File: src/rtl/flash_status_pkg.sv
package flash_status_pkg;
  typedef enum logic [1:0] {
    OP_IDLE = 2'd0,
    OP_PROG = 2'd1,
    OP_ERASE = 2'd2,
    OP_SUSP = 2'd3
  } op_t;

  localparam int STAT_W = 8;

  // Assemble the status byte in its fixed bit positions.
  function automatic logic [STAT_W-1:0] pack_status(
    input logic poll, input logic tog_any, input logic fail,
    input logic started, input logic tog_blk);
    logic [STAT_W-1:0] w;
    w = '0;
    w[7] = poll;
    w[6] = tog_any;
    w[5] = fail;
    w[3] = started;
    w[2] = tog_blk;
    return w;
  endfunction

  // Is an algorithm actively running (toggle bit 6 advances)?
  function automatic logic op_running(input op_t op, input logic prot_done);
    return (op == OP_PROG) || ((op == OP_ERASE) && !prot_done);
  endfunction
endpackage

File: src/rtl/read_trail_det.sv
module read_trail_det (
  input  logic clk,
  input  logic rst_n,
  input  logic rd_strobe,
  output logic trail
);
  logic rd_q;

  always_ff @(posedge clk or negedge rst_n) begin
    if (!rst_n) rd_q <= 1'b0;
    else        rd_q <= rd_strobe;
  end

  assign trail = rd_q & ~rd_strobe;
endmodule

File: src/rtl/toggle_cell.sv
module toggle_cell (
  input  logic clk,
  input  logic rst_n,
  input  logic trail,
  input  logic enable,
  output logic q
);
  always_ff @(posedge clk or negedge rst_n) begin
    if (!rst_n)                q <= 1'b0;
    else if (trail && enable)  q <= ~q;
  end

  // a qualified read end flips the bit on the next edge
  a_r3_flip_on_trail: assert property (@(posedge clk) disable iff (!rst_n)
    (trail && enable) |=> (q != $past(q)));
  // no qualified read end, no change
  a_r4_hold_otherwise: assert property (@(posedge clk) disable iff (!rst_n)
    !(trail && enable) |=> $stable(q));
endmodule

File: src/rtl/prot_hold_timer.sv
module prot_hold_timer #(
  parameter int PROT_CYCLES = 16
) (
  input  logic clk,
  input  logic rst_n,
  input  logic in_erase,
  input  logic all_prot,
  output logic prot_done
);
  localparam int CNT_W = $clog2(PROT_CYCLES + 1);

  logic             erase_q;
  logic             prot_lat;
  logic [CNT_W-1:0] cnt;
  logic             erase_entry;

  assign erase_entry = in_erase && !erase_q;

  always_ff @(posedge clk or negedge rst_n) begin
    if (!rst_n) begin
      erase_q  <= 1'b0;
      prot_lat <= 1'b0;
      cnt      <= '0;
    end else begin
      erase_q <= in_erase;
      if (!in_erase) begin
        prot_lat <= 1'b0;
        cnt      <= '0;
      end else if (erase_entry) begin
        prot_lat <= all_prot;
        cnt      <= all_prot ? CNT_W'(PROT_CYCLES) : '0;
      end else if (cnt != '0) begin
        cnt <= cnt - 1'b1;
      end
    end
  end

  assign prot_done = in_erase && prot_lat && (cnt == '0);

  // counter never leaves its range
  a_r9_cnt_bound: assert property (@(posedge clk) disable iff (!rst_n)
    cnt <= CNT_W'(PROT_CYCLES));
  // once pass-through starts it lasts while erase lasts
  a_r9_done_sticky: assert property (@(posedge clk) disable iff (!rst_n)
    (prot_done && in_erase) |=> (prot_done || !in_erase));
endmodule

File: src/rtl/status_compose.sv
module status_compose
  import flash_status_pkg::*;
(
  input  op_t         op,
  input  logic        prog_bit7,
  input  logic        in_erase_blk,
  input  logic        err_flag,
  input  logic        win_open,
  input  logic        tog_any,
  input  logic        tog_blk,
  input  logic        prot_done,
  input  logic [7:0]  array_data,
  output logic [7:0]  status,
  output logic        show_status
);
  always_comb begin
    show_status = 1'b0;
    status      = array_data;
    unique case (op)
      OP_PROG: begin
        show_status = 1'b1;
        status = pack_status(~prog_bit7, tog_any, err_flag, 1'b0, tog_blk);
      end
      OP_ERASE: begin
        if (!prot_done) begin
          show_status = 1'b1;
          status = pack_status(1'b0, tog_any, err_flag, ~win_open, tog_blk);
        end
      end
      OP_SUSP: begin
        if (in_erase_blk) begin
          show_status = 1'b1;
          status = pack_status(1'b1, tog_any, 1'b0, 1'b1, tog_blk);
        end
      end
      default: begin
        show_status = 1'b0;
        status      = array_data;
      end
    endcase
  end
endmodule

File: src/rtl/flash_status_gen.sv
module flash_status_gen
  import flash_status_pkg::*;
#(
  parameter int PROT_CYCLES = 16
) (
  input  logic       clk,
  input  logic       rst_n,
  input  logic [1:0] op_mode,
  input  logic       prog_bit7,
  input  logic       in_erase_blk,
  input  logic       err_flag,
  input  logic       win_open,
  input  logic       all_prot,
  input  logic       rd_strobe,
  input  logic [7:0] array_data,
  output logic [7:0] status,
  output logic       ready
);
  localparam int N_TOG = 2;

  op_t              op;
  logic             trail;
  logic             prot_done;
  logic             show_status;
  logic [N_TOG-1:0] tog_en;
  logic [N_TOG-1:0] tog_q;

  assign op = op_t'(op_mode);

  read_trail_det u_trail (
    .clk       (clk),
    .rst_n     (rst_n),
    .rd_strobe (rd_strobe),
    .trail     (trail)
  );

  prot_hold_timer #(.PROT_CYCLES(PROT_CYCLES)) u_prot (
    .clk       (clk),
    .rst_n     (rst_n),
    .in_erase  (op == OP_ERASE),
    .all_prot  (all_prot),
    .prot_done (prot_done)
  );

  // index 0: toggle for any running algorithm; index 1: erasing-block toggle
  assign tog_en[0] = op_running(op, prot_done);
  assign tog_en[1] = in_erase_blk &&
                     (((op == OP_ERASE) && !prot_done) || (op == OP_SUSP));

  for (genvar g = 0; g < N_TOG; g++) begin : g_tog
    toggle_cell u_cell (
      .clk    (clk),
      .rst_n  (rst_n),
      .trail  (trail),
      .enable (tog_en[g]),
      .q      (tog_q[g])
    );
  end

  status_compose u_comp (
    .op           (op),
    .prog_bit7    (prog_bit7),
    .in_erase_blk (in_erase_blk),
    .err_flag     (err_flag),
    .win_open     (win_open),
    .tog_any      (tog_q[0]),
    .tog_blk      (tog_q[1]),
    .prot_done    (prot_done),
    .array_data   (array_data),
    .status       (status),
    .show_status  (show_status)
  );

  assign ready = !op_running(op, prot_done);

  // program always busy
  a_r10_prog_busy: assert property (@(posedge clk) disable iff (!rst_n)
    (op == OP_PROG) |-> !ready);
  // idle and suspend always ready
  a_r10_idle_ready: assert property (@(posedge clk) disable iff (!rst_n)
    ((op == OP_IDLE) || (op == OP_SUSP)) |-> ready);
  // reserved bits clear in every status word
  a_r11_reserved_zero: assert property (@(posedge clk) disable iff (!rst_n)
    show_status |-> (status[1:0] == 2'b00 && status[4] == 1'b0));
  // idle passes array data unchanged
  a_r2_idle_pass: assert property (@(posedge clk) disable iff (!rst_n)
    (op == OP_IDLE) |-> (status == array_data));
  // bit 6 constant while a read strobe is held
  a_r3_stable_in_read: assert property (@(posedge clk) disable iff (!rst_n)
    (rd_strobe && $past(rd_strobe)) |-> $stable(tog_q));
endmodule

File: config.mk
export PLATFORM = sky130hd
export DESIGN_NAME = flash_status_gen
export DESIGN_NICKNAME = d
export VERILOG_FILES = /design/src/rtl/flash_status_pkg.sv /design/src/rtl/read_trail_det.sv /design/src/rtl/toggle_cell.sv /design/src/rtl/prot_hold_timer.sv /design/src/rtl/status_compose.sv /design/src/rtl/flash_status_gen.sv
export SDC_FILE = /design/constraint.sdc
export NUM_CORES = 1
export LEC_CHECK = 0
export CORE_MARGIN = 8
export CORE_UTILIZATION = 30
export CTS_BUF_LIST = sky130_fd_sc_hd__clkbuf_4 sky130_fd_sc_hd__clkbuf_8
export CTS_CLUSTER_DIAMETER = 120
export CTS_CLUSTER_SIZE = 25
export DETAILED_ROUTE_END_ITERATION = 8
export DONT_BUFFER_PORTS = 1
export PLACE_DENSITY = 0.41
export RECOVER_POWER = 50
export SYNTH_ARGS = -nofsm -noshare
export SYNTH_HDL_FRONTEND = slang
export SYNTH_HIERARCHICAL = 1
export SYNTH_SLANG_ARGS = --single-unit
File: constraint.sdc
create_clock -name clk -period 2 [get_ports clk]
set_input_delay 0.2 -clock clk [delete_from_list [all_inputs] [get_ports clk]]
set_output_delay 0.2 -clock clk [all_outputs]
set_load 0.1 [all_outputs]
[Word-level counts from Yosys, hierarchy flattened]
Index checks and enable logic that the tools add are counted.
Storage, ports and cells
  bits of input ports: 18
  word-level logic and storage cells: 41
  register bits after elaboration: 10
  output and inout bits: 9
Cells by class
  add/sub/neg operators: 1
  equal/unequal tests: 5
  reductions and logical operators: 14
  bitwise operators: 6
  multiplexer cells: 9
Operators with widths (number)
  case mux 8 bit (3 select lines): 1
  2-to-1 mux 5 bit: 4
  2-to-1 mux 8 bit: 2
  logical AND 1 bit: 7
  zero test 5 bit: 1
  inverter 1 bit: 5
  nonzero test 5 bit: 1
  subtractor 5 x 1 -> 5 bit (second input constant): 1
  == test 2 bit (second input constant): 2
  zero test 1 bit: 3
  != test 3 bit (second input constant): 1
  == test 2 x 1 -> 1 bit (second input constant): 1
  logical OR 1 bit: 2
  2-to-1 mux 1 bit: 2
  != test 2 bit (second input constant): 1
  AND 1 bit: 1

[Logic depth before layout (Yosys ltp)]
Gate-level depths: netlist of run 1.
  depth after elaboration: 8
  mapped depth: 9
  mapped depth without buffers: 8

[Hierarchy]
The synthesis of run 1 kept the hierarchy.
Modules (own cells, without submodules)
  prot_hold_timer: cells each 33, seq. area each 175.2 um2, area an instance 331.6 um2, times used 1
  status_compose: cells each 33, seq. area each 0.0 um2, area an instance 225.2 um2, times used 1
  toggle_cell: cells each 3, seq. area each 25.0 um2, area an instance 37.5 um2, times used 2
  flash_status_gen: cells each 7, seq. area each 0.0 um2, area an instance 50.0 um2, times used 1
  read_trail_det: cells each 2, seq. area each 25.0 um2, area an instance 38.8 um2, times used 1

[Worst setup path before layout of run 1]
Ideal clock, no wire load.
  kind: reg2out
  start: register u_prot.cnt[0]
  end: output port status[2]
  data required time: 1.800 ns
  stages on the path, launching flop included: 8
  setup slack: -2.165 ns
  arrival time: 3.965 ns
  path buffers: 1
  path through: dfrtp_1 > inv_1 > ha_1 > or4b_1 > buf_2 > nor2_1 > nor3b_2 > o32ai_1
Between the ends
  longest elaborated chain between the ends: 4
Ends and longest elaborated chain
  start, declared: line prot_hold_timer.sv:14  | logic [CNT_W-1:0] cnt;
  start signal, assigned: line prot_hold_timer.sv:31  | cnt <= all_prot ? CNT_W'(PROT_CYCLES) : '0;
  start signal, assigned: line prot_hold_timer.sv:33  | cnt <= cnt - 1'b1;
  zero test 5 bit: line prot_hold_timer.sv:38  | assign prot_done = in_erase && prot_lat && (cnt == '0);
  logical AND 1 bit: line prot_hold_timer.sv:38
  via prot_done: line flash_status_gen.sv:23  | logic prot_done;
  2-to-1 mux 8 bit: line status_compose.sv:25  | if (!prot_done) begin
  case mux 8 bit (3 select lines): line status_compose.sv:19  | unique case (op)
  end, declared: line flash_status_gen.sv:16  | output logic [7:0] status,
The timed path passes the listed nets, and every way through them passes these cells.

[Final worst setup path of run 1]
  start: register u_prot.cnt[0]
  end: output port status[3]
The elaborated chain is that of the path after synthesis.

==> results of run 1 <==
-- flip-flops by register name, summed over array words and instances, names as in the netlist --
name,flops
u_trail/rd_q,1
u_prot/prot_lat,1
u_prot/erase_q,1
u_prot/cnt,5
g_tog.u_cell/q,2
-- through the flow --
step           total power (W)  cells
5_1_grt              0.0009380    130
3_3_place_gp         0.0006930    122
6_report             0.0008969    130
3_5_place_dp         0.0006968    122
2_1_floorplan        0.0005742     80
4_1_cts              0.0009083    130
-- worst max-delay path by stage --
| stage | from | endpoint | slack (ns) | cells after the start |
|---|---|---|---|---|
| 2_1_floorplan | u_prot/cnt[0] | status[3] | -0.70 | 8 |
| 3_3_place_gp | u_prot/cnt[0] | status[3] | -0.22 | 8 |
| 3_5_place_dp | u_prot/cnt[0] | status[3] | -0.22 | 8 |
| 4_1_cts | u_prot/cnt[0] | status[3] | -0.47 | 8 |
| 5_1_grt | u_prot/cnt[0] | status[3] | -0.52 | 8 |
| 6_report | u_prot/cnt[0] | status[3] | -0.43 | 8 |
-- metal layers --
| layer | share of wire (%) | vias up | wire length, um |
|---|---|---|---|
| met3 | 8.0 | 2 | 170 |
| met4 | 0.47 | 0 | 10 |
| li1 | - | 330 | - |
| met2 | 47 | 19 | 1004 |
| met1 | 44 | 317 | 934 |
| met5 | 0 | - | 0 |
-- worst max-delay path, stage by stage (launching register included) --
cell and delay, ns:
dfrtp_1 0.40, inv_2 0.08, ha_4 0.14, or4b_4 0.48, nor2_4 0.13, nor2b_2 0.06, a22o_1 0.20, a221oi_4 0.26
buf_12 0.21
-- timing repair --
action,in CTS,in global routing
resized for setup,11,6
setup buffers,2,1
pin swaps,8,3
hold buffers,2,0
endpoints found under the hold margin,11,0
endpoints found under the setup margin,10,10
-- layout make-up --
class                           count  share of cell area, %
Clock buffer                        4                  3.098
Inverter                            8                  2.564
Multi-Input combinational cell     60                  49.36
Sequential cell                    10                  21.37
Tap cell                           28                  2.991
Timing Repair Buffer               20                  20.62
-- cell usage in the layout (no fill, tap or decap), types with 2 or more instances in the layout --
cell type / instances
a22oi_2: 2
xnor2_1: 3
o22ai_2: 2
inv_2: 3
nor2_1: 2
dfrtp_1: 10
buf_6: 3
a21oi_2: 2
and2_4: 3
inv_1: 5
a21boi_0: 2
buf_4: 9
clkbuf_4: 3
dlygate4sd3_1: 2
nand2b_1: 3
nand2_1: 8
a21oi_1: 4
o32ai_4: 2
buf_12: 6
mux2i_1: 2
nor2_2: 2
-- report_power, final --
part | internal (W) | switching (W)
registers | 0.000227 | 0.0000350
logic | 0.000181 | 0.000269
clock network | 0.000110 | 0.0000737
==> results.md, run 1 <==
- Status: complete, but fails checks
- Failing checks: setup timing
- First-pass GRT wire length: about 3500 um
- DP HPWL: 1631 um
- DRC Markers: 0
- Initial antenna violation count: 0
- Number of endpoints failing setup at the final stage: 10
- Mean Syn Cell Area: between 8 and 9 um^2
- Fin crit share: 121.7%
- Average vias per placed instance: a little over 5
- Pins Over Slew Limit: 0
- Synth Net Count: 99
- FF-to-FF End: g_tog[0].u_cell/q
- Crit-path max FO: 3
- Post-Syn Area: between 700 and 800 um^2
- Slew margin rel.: 64.56%
- Pre-antenna DRT Iters: 4
- Die Ht: roughly 65 um
- Starting Density: roughly 32%
- Vias in the first global route: slightly below 800
- Clk_skew: 0.004923 ns
- Crit path launch type: flip-flop
- Setup ws final: -0.4346 ns
- Setup TNS: -3.362 ns
- GRT met1 Usage: around an eighth
- H-tree levels: 1
- Final Hold Vio Count: 0
- Max Freq: 410.8 MHz
- Synthesis Warnings: 6
- Final Util: around 52%
- Routed WL per cell: 16.30 um
- Io pins: 27
- # fillers: between 200 and 250
- Core area: between 2000 and 2500 um^2
- Largest net degree at the start of global routing: 18
- Die width: 64.89 um
- R2r setup slk: 0 ns
- Power Density: 765.8 nW/um^2
- Hold path start: rd_strobe
- Gr ovfl total: 0
- Final worst hold slack: about 0.11 ns
- RSZ-0062 raised after global routing: yes
- Critical path type: reg2out
- Share of cells above drive strength 1: 50.98%
- Synth Instances: 80
- Final wirelength: between 2000 and 2500 um
- Total number of vias: between 600 and 700
- Worst Max-Slew Pin Slew: ~0.53 ns
- GR peak layer: met2
- Critical Path AT: between 2 and 2.5 ns
- FF+latch area: between 200 and 300 um^2
- Die area: 4210 um^2
- Post-Place Worst Slack: -0.2221 ns
- R2R Path Start: u_prot/cnt[0]
- Hold Crit Class: in2reg
- Min-Delay Path Depth: 3
- CTS Buf Count: 3
- Placed Area: slightly above 1000 um^2
- Clock sink total: 10
- Cell area after layout: between 1000 and 1500 um^2
- Clock buffer depth: 2
- Clk Latency, worst-skew pair: 0.27 ns
- GRT Resource Usage Total: approximately a tenth
- Gpl congestion: around 0.75
- Critical path data required time: 1.80 ns
- Crit end category: output pin
- # rows: 17
- CTS root buffer: clkbuf_4
- Antenna Cells: 0
- R2R cell count: 10
- CTS tree: yes
- Antenna viol nets, final: 0
- Multi-input gate area: a little under 600 um^2
- Layout area overhead: 63.35%
- Maximum VDD drop: about 0.48 mV
- P_leak: roughly 0.48 nW
- Crit path time final: 2.435 ns
- DR iter-0 viols: 11
- GRT met3 Usage: 5.498%
- Hold-critical path endpoint: g_tog[0].u_cell/q
- Net count, final: ~120
- GRT met2 Usage: 17.02%
- Max-cap violations: 0
- Reg clk slew, reported paths: about 0.070 ns
- IO Port Bufs: 0
(Power assumes the default switching activity.)
==> run 2, diff against run 1 <==
- CORE_ASPECT_RATIO: default -> 0.8
- GPL_ROUTABILITY_DRIVEN: default -> 1
==> run 2 against run 1 <==
Net effect: the run still ends with setup timing left; clock skew decreased by 0.0035 ns; critical path type unchanged; final area decreased by 3.3%; fmax increased by 0.83%; highest routed layer unchanged; combinational power decreased by 1%; die area increased by 0.23%; core utilization decreased by 4.5 points; first-iteration DRC count decreased by 9.1%; via count decreased by 3.7%; final cell count decreased by 1.5%; worst setup slack improved by 0.020 ns; critical path depth unchanged.
==> results.md, run 2 (synthesis gave the netlist of run 1 again) <==
- Critical path type: reg2out
- Fin crit share: 120.7%
- Most frequent cells in the layout: dfrtp_1, buf_4, nand2_1
- Maximum VDD drop: about 0.36 mV
- Clock buffer depth: 2
- Total number of vias: ~640
- Crit path launch type: flip-flop
- Pins Over Slew Limit: 0
- Antenna viol nets, final: 0
- Antenna Cells: 0
- NetSw: about 0.00037 W
- Gr ovfl total: 0
- Critical path data required time: 1.80 ns
- Die area: roughly 4200 um^2
- First-pass GRT wire length: about 3000 um
- Biggest regs: u_prot/cnt x5, g_tog.u_cell/q x2
- Max-cap violations: 0
- Starting Density: between 30% and 40%
- Die Ht: roughly 60 um
- Gpl congestion: around 0.83
- Max Freq: 414.1 MHz
- Comb power frac: 50.1%
- Power Density: 785.3 nW/um^2
- Setup ws final: -0.4146 ns
- DR iter-0 viols: 10
- DP HPWL: approximately 1500 um
- Vias in the first global route: roughly 630
- Crit end category: output pin
- Net count, final: 121
- Final cell count without fillers: about 130
- Average vias per placed instance: approximately 5.0
- Hold Crit Class: in2reg
- GRT Resource Usage Total: 8.997%
- Final Total Pwr: between 0.0008 and 0.0009 W
- Critical Path AT: ~2.2 ns
- Clk_skew: 0.001373 ns
- Routed WL per cell: around 14 um
- Reg power frac: about 29%
- Slew margin rel.: between 60% and 70%
- Placed Cells: 120
- Largest net degree at the start of global routing: 18
- Internal: ~0.00052 W
- Final Hold Vio Count: 0
- Post-Place Worst Slack: -0.2037 ns
- Core area: 2362 um^2
- H-tree levels: 1
- Setup TNS: -3.304 ns
- Worst Max-Slew Pin Slew: ~0.52 ns
- P_leak: 0.4771 nW
- # rows: 16
- RSZ-0062 raised after global routing: yes
- Pre-antenna DRT Iters: 4
- Crit path time final: approximately 2.4 ns
- Layout area overhead: 57.94%
- Final wirelength: about 1800 um
- Switching Share: about two fifths
- Die width: just over 70 um
- Final worst hold slack: between 0.08 and 0.09 ns
- Failing checks: setup timing
- Status: complete, but fails checks
- IO Port Bufs: 0
- Clock sink total: 10
- CTS Buf Count: 3
- Io pins: 27
- DRC Markers: 0
- Reg clk slew, reported paths: approximately 0.070 ns
- Crit-path max FO: 3
- Clock power frac: a little over a fifth
- Max reg flops: 5
- Clk Latency, worst-skew pair: 0.27 ns
- CTS root buffer: clkbuf_4
- Biggest register: u_prot/cnt
- CTS tree: yes
- Share of cells above drive strength 1: a little under half
- Initial antenna violation count: 0
- Number of endpoints failing setup at the final stage: 9
run 2: layout make-up:
| cell class | count | area, um^2 |
|---|---|---|
| Clock buffer | 4 | 36.28 |
| Fill cell | 236 | 1230 |
| Inverter | 8 | 30.03 |
| Multi-Input combinational cell | 60 | 555.5 |
| Sequential cell | 10 | 250.2 |
| Tap cell | 27 | 33.78 |
| Timing Repair Buffer | 19 | 226.5 |
run 2: through the flow:
step	util (%)	instance area, um^2
4_1_cts	47.78	1129
3_5_place_dp	43.43	1026
5_1_grt	47.93	1132
2_1_floorplan	-	819.5
3_3_place_gp	43.43	1026
6_report	47.93	1132
run 2: power groups by stage:
stage          logic [W]  registers (W)  clock network (W)
4_1_cts         0.000448       0.000254           0.000192
6_report        0.000445       0.000255           0.000189
3_5_place_dp    0.000431       0.000255                  0
5_1_grt         0.000463       0.000256           0.000201
3_3_place_gp    0.000430       0.000254                  0
2_1_floorplan   0.000326       0.000249                  0
run 2: worst max-delay path: stages (launching register included):
cell and delay [ns]:
dfrtp_1 0.38, inv_1 0.06, ha_2 0.17, or4b_4 0.48, nor2_4 0.12, nor2b_2 0.05
a22o_1 0.20, a221oi_4 0.26, buf_12 0.21
run 2: what timing repair did:
action	CTS	global route
pin swaps	5	3
gates resized for setup	8	1
buffers inserted	2	0
endpoints found under the hold margin	11	0
hold buffers	2	0
endpoints found under the setup margin	10	10
run 2: final timing paths:
check                           cells after the start                end         startpoint  slack, ns
worst max register to register                     10  g_tog[0].u_cell/q      u_prot/cnt[0]       0.03
max in group asynchronous                           1      u_prot/cnt[1]              rst_n       1.38
worst max-delay path                                8          status[3]      u_prot/cnt[0]      -0.41
worst min register to register                      1  g_tog[1].u_cell/q  g_tog[1].u_cell/q       0.52
min in group asynchronous                           1      u_prot/cnt[3]              rst_n       0.31
worst min-delay path                                3  g_tog[0].u_cell/q          rd_strobe       0.09
run 2: routing by layer:
metal  up-vias  part of all wire [%]  global-route usage [%]
met5         -                     0                       0
met4         0                  0.83                   2.655
met3         3                   8.9                   5.528
met2        19                    43                   11.87
met1       296                    47                   11.61
li1        325                     -                       -
==> run 3, diff against run 2 <==
- CORE_ASPECT_RATIO: 0.8 -> default
- CORE_UTILIZATION: 30 -> 45
- PLACE_DENSITY: 0.41 -> 0.58
==> run 3 against run 2 <==
Net effect: the run still ends with setup timing left; hold slack improved by 0.018 ns; via count fell by 1.4%; fmax shrank 1.6%; core utilization grew 25 points; critical path depth increased by 1; flip-flop and latch count did not move; sequential power about the same; register-to-register slack worse by 0.05 ns; routed wire length is 0.39% lower; clock-buffer cell count is the same; global-route usage increased by 2.8 points; die area is 26% lower; highest routed layer unchanged.
==> results.md, run 3 (synthesis gave the netlist of run 1 again) <==
- Post-Place Worst Slack: -0.2066 ns
- DP HPWL: about 1400 um
- Number of endpoints failing setup at the final stage: 10
- Gr ovfl total: 0
- Core area: approximately 1500 um^2
- Starting Density: between 40 and 50%
- Max reg flops: 5
- Crit-path max FO: 3
- Maximum VDD drop: approximately 0.54 mV
- Max-cap violations: 0
- Setup TNS: -3.580 ns
- Antenna Cells: 0
- Clock sink total: 10
- Critical Path AT: approximately 2.3 ns
- Clk Latency, worst-skew pair: roughly 0.27 ns
- IO Port Bufs: 0
- Antenna viol nets, final: 0
- DR iter-0 viols: 11
- Die Ht: about 56 um
- Failing checks: setup timing
- Io pins: 27
- GRT Resource Usage Total: 11.84%
- CTS tree: yes
- Total number of vias: ~630
- Max Freq: 407.7 MHz
- Biggest register: u_prot/cnt
- Pre-antenna DRT Iters: 2
- Routed WL per cell: between 15 and 20 um
- Final worst hold slack: 0.1064 ns
- Die width: ~56 um
- Share of cells above drive strength 1: between 40% and 50%
- Final wirelength: 1808 um
- Layout area overhead: 53.23%
- DRC Markers: 0
- CTS root buffer: clkbuf_4
- Critical path type: reg2out
- Crit path time final: 2.453 ns
- Largest net degree at the start of global routing: 18
- Crit path launch type: flip-flop
- Gpl congestion: between 0.7 and 0.8
- Most common cell after layout, fill and taps aside: dfrtp_1
- Critical path data required time: roughly 1.8 ns
- Initial antenna violation count: 0
- Pins Over Slew Limit: 0
- Worst Max-Slew Pin Slew: 0.4752 ns
- RSZ-0062 raised after global routing: yes
- # rows: 14
- Placed Cells: about 110
- P_leak: 0.4682 nW
- Status: complete, but fails checks
- Cell area after layout: roughly 1100 um^2
- Vias in the first global route: 711
- Most frequent cells in the layout: dfrtp_1, nand2_1, inv_1, buf_4, buf_12
- Hold Crit Class: in2reg
- Crit end category: output pin
- Placed Area: approximately 1000 um^2
- Reg clk slew, reported paths: 0.07 ns
- Fin crit share: 122.6%
- Final cell count without fillers: about 110
- Biggest regs: u_prot/cnt x5, g_tog.u_cell/q x2
- Clock buffer depth: 2
- Setup ws final: -0.4528 ns
- CTS Buf Count: 3
- Average vias per placed instance: 5.561
- Final Hold Vio Count: 0
- First-pass GRT wire length: 3063 um
- Clk_skew: 0.007191 ns
- Slew margin rel.: around 68%
- H-tree levels: 1
- Power Density: 808.4 nW/um^2
- Die area: ~3100 um^2
- Net count, final: approximately 120
run 3: cell count changes in the layout (fill, tap and decap cells not counted):
cell	before	now
buf_4	10	7
a22oi_1	0	1
a22oi_2	2	1
xnor2_1	3	2
xnor2_2	0	1
run 3: per-stage QoR:
stage	total power, W	utilization (%)
after global placement	0.0006831	66.20
after CTS	0.0008954	73.01
after detailed placement	0.0006881	66.20
after floorplan	0.0005742	-
final	0.0008881	72.92
after global routing	0.0009209	72.92
run 3: routing by layer:
metal  vias to the layer above  track usage [%]  wire length (um)
met3                         2            7.991               173
met1                       291            12.48               796
li1                        320                -                 -
met5                         -                0                 0
met2                        21            18.75               825
met4                         0            3.436                12
run 3: worst max-delay path, cell delays in order, from the launching register on:
cell and delay [ns]:
dfrtp_1 0.38, inv_1 0.06, ha_2 0.17, or4b_4 0.49, nor2_4 0.12, buf_4 0.13, nor2_1 0.05, a22oi_1 0.23
o32ai_4 0.15, buf_12 0.19
run 3: final cells by class:
class,instances,area [um^2]
Clock buffer,4,36.28
Multi-Input combinational cell,60,558.0
Sequential cell,10,250.2
Fill cell,111,407.9
Timing Repair Buffer,16,203.9
Tap cell,16,20.02
Inverter,8,30.03
run 3: power by group:
part	switching (W)	internal (W)	leakage, nW
Sequential	0.0000303	0.000227	0.131
Clock	0.0000679	0.000110	0.0210
Combinational	0.000269	0.000183	0.316
run 3: path summary, 6_finish.rpt:
path | startpoint | endpoint | slack (ns) | depth (start not counted)
worst max-delay path | u_prot/cnt[1] | status[6] | -0.45 | 9
worst min-delay path | all_prot | u_prot/prot_lat | 0.11 | 2
worst max register to register | u_prot/cnt[1] | g_tog[0].u_cell/q | -0.02 | 10
worst min register to register | g_tog[1].u_cell/q | g_tog[1].u_cell/q | 0.53 | 1
max in group asynchronous | rst_n | g_tog[0].u_cell/q | 1.38 | 1
min in group asynchronous | rst_n | u_prot/cnt[1] | 0.31 | 1
run 3: what timing repair did:
item / in CTS / in global routing
resized for setup: 9 / 0
gates cloned: 0 / 0
pin swaps: 2 / 0
hold buffers: 2 / 0
setup buffers: 1 / 0
setup endpoints to repair: 10 / 10
endpoints found under the hold margin: 11 / 0
